File: src/rtl/psr_pkg.sv
package psr_pkg;

    typedef struct packed {
        logic busy;   // busy seen at the previous edge
        logic rd;     // combined read enable at the previous edge
        logic tog;    // toggle status bit
        logic poll;   // top bit of the last accepted byte
        logic supp;   // polling suppressed after a rejected write
    } trk_t;

    localparam trk_t TRK_RST = '{busy: 1'b0, rd: 1'b0, tog: 1'b0, poll: 1'b0, supp: 1'b0};

endpackage

File: src/rtl/psr_sync.sv
module psr_sync #(
    parameter int                 WIDTH   = 2,
    parameter int                 STAGES  = 2,
    parameter logic [WIDTH-1:0]   RST_VAL = '1
) (
    input  logic             clk,
    input  logic             rst_n,
    input  logic [WIDTH-1:0] din,
    output logic [WIDTH-1:0] dout
);

    for (genvar b = 0; b < WIDTH; b++) begin : g_bit
        logic [STAGES-1:0] sh_d;
        logic [STAGES-1:0] sh_q;

        if (STAGES > 1) begin : g_multi
            always_comb sh_d = {sh_q[STAGES-2:0], din[b]};
        end else begin : g_single
            always_comb sh_d = din[b];
        end

        always_ff @(posedge clk or negedge rst_n) begin
            if (!rst_n) sh_q <= {STAGES{RST_VAL[b]}};
            else        sh_q <= sh_d;
        end

        assign dout[b] = sh_q[STAGES-1];
    end

endmodule

File: src/rtl/psr_track.sv
module psr_track
    import psr_pkg::*;
(
    input  logic clk,
    input  logic rst_n,
    input  logic rd_act,
    input  logic busy,
    input  logic wr_we,
    input  logic wr_top_bit,
    input  logic prot_fail,
    output logic rd_start,
    output logic busy_rise,
    output logic tog_q,
    output logic tog_d,
    output logic poll_d,
    output logic supp_d
);

    trk_t st_d;
    trk_t st_q;

    always_comb begin
        st_d      = st_q;
        rd_start  = rd_act & ~st_q.rd;
        busy_rise = busy & ~st_q.busy;

        st_d.busy = busy;
        st_d.rd   = rd_act;

        // new programming cycle restarts the toggle, then a read may advance it
        st_d.tog  = (busy_rise ? 1'b0 : st_q.tog) ^ (rd_start & busy);

        if (wr_we) begin
            st_d.poll = wr_top_bit;
            st_d.supp = 1'b0;
        end else if (prot_fail) begin
            st_d.supp = 1'b1;
        end
    end

    always_ff @(posedge clk or negedge rst_n) begin
        if (!rst_n) st_q <= TRK_RST;
        else        st_q <= st_d;
    end

    assign tog_q  = st_q.tog;
    assign tog_d  = st_d.tog;
    assign poll_d = st_d.poll;
    assign supp_d = st_d.supp;

endmodule

File: src/rtl/psr_datasel.sv
module psr_datasel #(
    parameter int DATA_W = 8
) (
    input  logic              en,
    input  logic              busy,
    input  logic              poll,
    input  logic              supp,
    input  logic              tog,
    input  logic [DATA_W-1:0] arr,
    output logic [DATA_W-1:0] data
);

    localparam int POLL_BIT = DATA_W - 1;
    localparam int TOG_BIT  = DATA_W - 2;

    always_comb begin
        data = '0;
        if (en) begin
            data = arr;
            if (busy) begin
                data[POLL_BIT] = supp ? arr[POLL_BIT] : ~poll;
                data[TOG_BIT]  = tog;
            end
        end
    end

endmodule

File: src/rtl/prog_status_reader.sv
module prog_status_reader #(
    parameter int DATA_W      = 8,
    parameter int SYNC_STAGES = 2
) (
    input  logic              clk,
    input  logic              rst_n,
    input  logic              ce_n,
    input  logic              oe_n,
    input  logic              busy,
    input  logic              wr_we,
    input  logic              wr_top_bit,
    input  logic              prot_fail,
    input  logic [DATA_W-1:0] array_rdata,
    output logic              bus_en,
    output logic [DATA_W-1:0] bus_data
);

    typedef struct packed {
        logic              en;
        logic [DATA_W-1:0] data;
    } out_t;

    logic [1:0]        pins_s;
    logic              rd_act;
    logic              rd_start;
    logic              busy_rise;
    logic              tog_q;
    logic              tog_d;
    logic              poll_d;
    logic              supp_d;
    logic [DATA_W-1:0] sel_data;
    out_t              out_d;
    out_t              out_q;

    psr_sync #(
        .WIDTH   (2),
        .STAGES  (SYNC_STAGES),
        .RST_VAL (2'b11)
    ) u_sync (
        .clk   (clk),
        .rst_n (rst_n),
        .din   ({ce_n, oe_n}),
        .dout  (pins_s)
    );

    assign rd_act = ~pins_s[1] & ~pins_s[0];

    psr_track u_track (
        .clk        (clk),
        .rst_n      (rst_n),
        .rd_act     (rd_act),
        .busy       (busy),
        .wr_we      (wr_we),
        .wr_top_bit (wr_top_bit),
        .prot_fail  (prot_fail),
        .rd_start   (rd_start),
        .busy_rise  (busy_rise),
        .tog_q      (tog_q),
        .tog_d      (tog_d),
        .poll_d     (poll_d),
        .supp_d     (supp_d)
    );

    psr_datasel #(.DATA_W(DATA_W)) u_sel (
        .en   (rd_act),
        .busy (busy),
        .poll (poll_d),
        .supp (supp_d),
        .tog  (tog_d),
        .arr  (array_rdata),
        .data (sel_data)
    );

    always_comb begin
        out_d.en   = rd_act;
        out_d.data = sel_data;
    end

    always_ff @(posedge clk or negedge rst_n) begin
        if (!rst_n) out_q <= '0;
        else        out_q <= out_d;
    end

    assign bus_en   = out_q.en;
    assign bus_data = out_q.data;

endmodule

File: config.mk
export PLATFORM = sky130hd
export DESIGN_NAME = prog_status_reader
export DESIGN_NICKNAME = d
export VERILOG_FILES = /design/src/rtl/psr_pkg.sv /design/src/rtl/psr_sync.sv /design/src/rtl/psr_track.sv /design/src/rtl/psr_datasel.sv /design/src/rtl/prog_status_reader.sv
export SDC_FILE = /design/constraint.sdc
export NUM_CORES = 1
export LEC_CHECK = 0
export ABC_CLOCK_PERIOD_IN_PS = 1500
export BUFFER_PORTS_ARGS = -buffer_cell sky130_fd_sc_hd__buf_2
export CAP_MARGIN = 20
export CORE_MARGIN = 5
export CORE_UTILIZATION = 40
export CTS_CLUSTER_DIAMETER = 100
export DETAILED_ROUTE_END_ITERATION = 8
export GPL_TIMING_DRIVEN = 1
export PLACE_DENSITY = 0.76
export SLEW_MARGIN = 20
export SYNTH_ARGS = -nofsm -noshare
export SYNTH_HDL_FRONTEND = slang
export SYNTH_HIERARCHICAL = 1
export SYNTH_SLANG_ARGS = --single-unit
export TNS_END_PERCENT = 100
File: constraint.sdc
create_clock -name clk -period 1.5 [get_ports clk]
set_input_delay 0.225 -clock clk [delete_from_list [all_inputs] [get_ports clk]]
set_output_delay 0.225 -clock clk [all_outputs]
set_load 0.01 [all_outputs]
==> results.sh <==
export IMPL_num_rows=14
export IMPL_synth_avg_cell_area_um2=15.2
export IMPL_final_util=0.535
export IMPL_routed_wl_um=946
export IMPL_irDropWorstVdd_mv=0.624
export IMPL_area_growth_pct=29.4
export IMPL_drc=0
export IMPL_cap_viol_max_count=0
export IMPL_synth_nets=56
export IMPL_antenna_left=0
export IMPL_worstSetupPathType="flip-flop to flip-flop"
export IMPL_h_tree_depth=1
export IMPL_end_kind="flip-flop"
export IMPL_syn_inst=40
export IMPL_fmax_mhz=750
export IMPL_cpPeakStageDelay_ns=0.39
export IMPL_start_util=0.413
export IMPL_grt_pass1_vias=374
export IMPL_p_clk_frac=0.321
export IMPL_min_path_type="primary input to flip-flop"
export IMPL_drv_slew=0
export IMPL_required_ns=1.68
export IMPL_post_route_period_util=0.888
export IMPL_vias=357
export IMPL_dp_cells=78
export IMPL_skew_ns=0.00215
export IMPL_cts_tree="yes"
export IMPL_p_leak_nw=0.419
export IMPL_drtIter0Drc=0
export IMPL_post_route_min_period_ns=1.33
export IMPL_die_w_um=49.0
export IMPL_cts_max_path_buffers=2
export IMPL_path_clk_slew_ns=0.10
export IMPL_cp_num_buf_inv=0
export IMPL_grt_max_degree=19
export IMPL_worstPathMaxFanout=11
export IMPL_die_area_um2=2400
export IMPL_wl_per_cell_um=11.4
export IMPL_worst_pin_slew_ns=0.370
export IMPL_drive_gt1_frac=0.522
export IMPL_cts_buffers=3
export IMPL_overflow=0
export IMPL_antenna_found_initial=0
export IMPL_status="finished, final reports clean"
export IMPL_instances_no_fill=83
export IMPL_p_per_area_nw_per_um2=1130
export IMPL_clk_latency_ns=0.28
export IMPL_crit_chain="nor2_4 > nor2b_4 > mux2i_1 > a21oi_1 > mux2i_1 > nor2b_1"
export IMPL_grt_pass1_wl_mm=1.65
export IMPL_synth_area_um2=608
export IMPL_slew_headroom=0.753
export IMPL_antennaDiodeCount=0
export IMPL_power_total_mw=0.889
export IMPL_grtUsageTotal=0.0920
export IMPL_path_delay_family="simple AND/OR/NAND/NOR gates"
export IMPL_post_route_cell_area_um2=787
export IMPL_power_switching_mw=0.185
export IMPL_worstPathArrival_ns=1.52
export IMPL_cpMaxStageDelayCell="dfstp_2"
export IMPL_clockRootBuffer="clkbuf_4"
export IMPL_combinationalPowerShare=0.089
export IMPL_coreArea_um2=1470
export IMPL_placedInstanceArea_um2=736
export IMPL_cts_setup_buffers=0
export IMPL_via_per_inst=4.30
export IMPL_seqPwrFrac=0.591
export IMPL_setup_violations=0
export IMPL_intPower_mw=0.704
export IMPL_cts_sinks=18
export IMPL_crit_path_frequent_cell="mux2i_1"
export IMPL_finalSetupTns_ns=0
export IMPL_rsz0062_at_grt="no"
export IMPL_fillers=129
export IMPL_io_pin_count=25
export IMPL_cp_start_kind="flip-flop"
export IMPL_gp_congestion=0.657
export IMPL_yosysWarningCount=6
export IMPL_fin_nets=84
export IMPL_dr_pass1_iters=1
export IMPL_die_h_um=49.0
export IMPL_port_buffers=24
export IMPL_hold_violations=0
export IMPL_switching_share=0.208
[layer usage]
metal  up-vias  global-route usage  routed length, um
met5         -                   0                  0
met4         0              0.0807                 23
met3         2              0.0398                 91
met2        16               0.113                421
met1       156               0.119                410
li1        183                   -                  -
[cells in the final DEF, fill, tap and decap left out]
master / n
and2_1: 6
nand2_1: 1
clkbuf_8: 1
clkbuf_4: 3
a21oi_1: 2
dlygate4sd3_1: 1
mux2i_1: 2
dfstp_2: 4
buf_2: 24
nor2b_1: 2
o211a_1: 1
mux2_2: 1
nor2b_4: 1
nor2_1: 2
dfrtp_1: 14
nor2_4: 1
nand3b_1: 1
[power groups by stage]
| stage | sequential [mW] | clock, mW | combinational (mW) |
|---|---|---|---|
| CTS | 0.524 | 0.299 | 0.0808 |
| detailed placement | 0.534 | 0 | 0.0783 |
| finish | 0.525 | 0.285 | 0.0787 |
| floorplan | 0.538 | 0 | 0.0327 |
| global route | 0.529 | 0.325 | 0.0898 |
| global placement | 0.533 | 0 | 0.0766 |
[state kept, by name, indices dropped and copies added, names as in the netlist]
signal and cells:
u_track/st_q 4, u_sync/g_bit.sh_q 4, bus_en 1, bus_data 8, u_track/tog_q 1
[cell type report]
type / instances / area [um2] / share of cell area
clock buffer: 4 / 36.3 / 0.0461
multi-input combinational: 20 / 145 / 0.184
sequential: 18 / 455 / 0.579
tap: 16 / 20.0 / 0.0254
timing repair buffer: 25 / 130 / 0.165
[through the flow]
stage          setup WS [ns]  hold WS (ns)
2_1_floorplan         0.0927       -0.0706
3_3_place_gp          0.0933         0.155
3_5_place_dp          0.0359         0.164
4_1_cts               0.0156        0.0152
5_1_grt               0.0133       0.00148
6_report               0.167        0.0304
[worst reg2reg max path, cell delays in order, from the launching register on]
cell     delay, ns
dfstp_2       0.39
nor2_4        0.19
nor2b_4       0.19
mux2i_1       0.19
a21oi_1       0.09
mux2i_1       0.13
nor2b_1       0.05
[final timing paths]
path	from	slack [ns]	cells past startpoint	to
max in group asynchronous	rst_n	0.82	2	u_sync/g_bit[1].sh_q[1]
min in group asynchronous	rst_n	0.37	2	u_track/st_q[3]
setup reg to reg	u_sync/g_bit[0].sh_q[1]	0.17	6	bus_data[6]
hold reg to reg	u_sync/g_bit[0].sh_q[0]	0.36	0	u_sync/g_bit[0].sh_q[1]
hold / removal	oe_n	0.03	1	u_sync/g_bit[0].sh_q[0]
setup / recovery	u_sync/g_bit[0].sh_q[1]	0.17	6	bus_data[6]
[timing repair]
| action | in CTS | in global routing |
|---|---|---|
| resized for setup | 0 | 1 |
| hold buffers | 1 | 0 |
| endpoints found under the hold margin | 14 | 0 |
| setup endpoints to repair | 0 | 1 |
No activity file was read; power rests on OpenSTA's default activity.
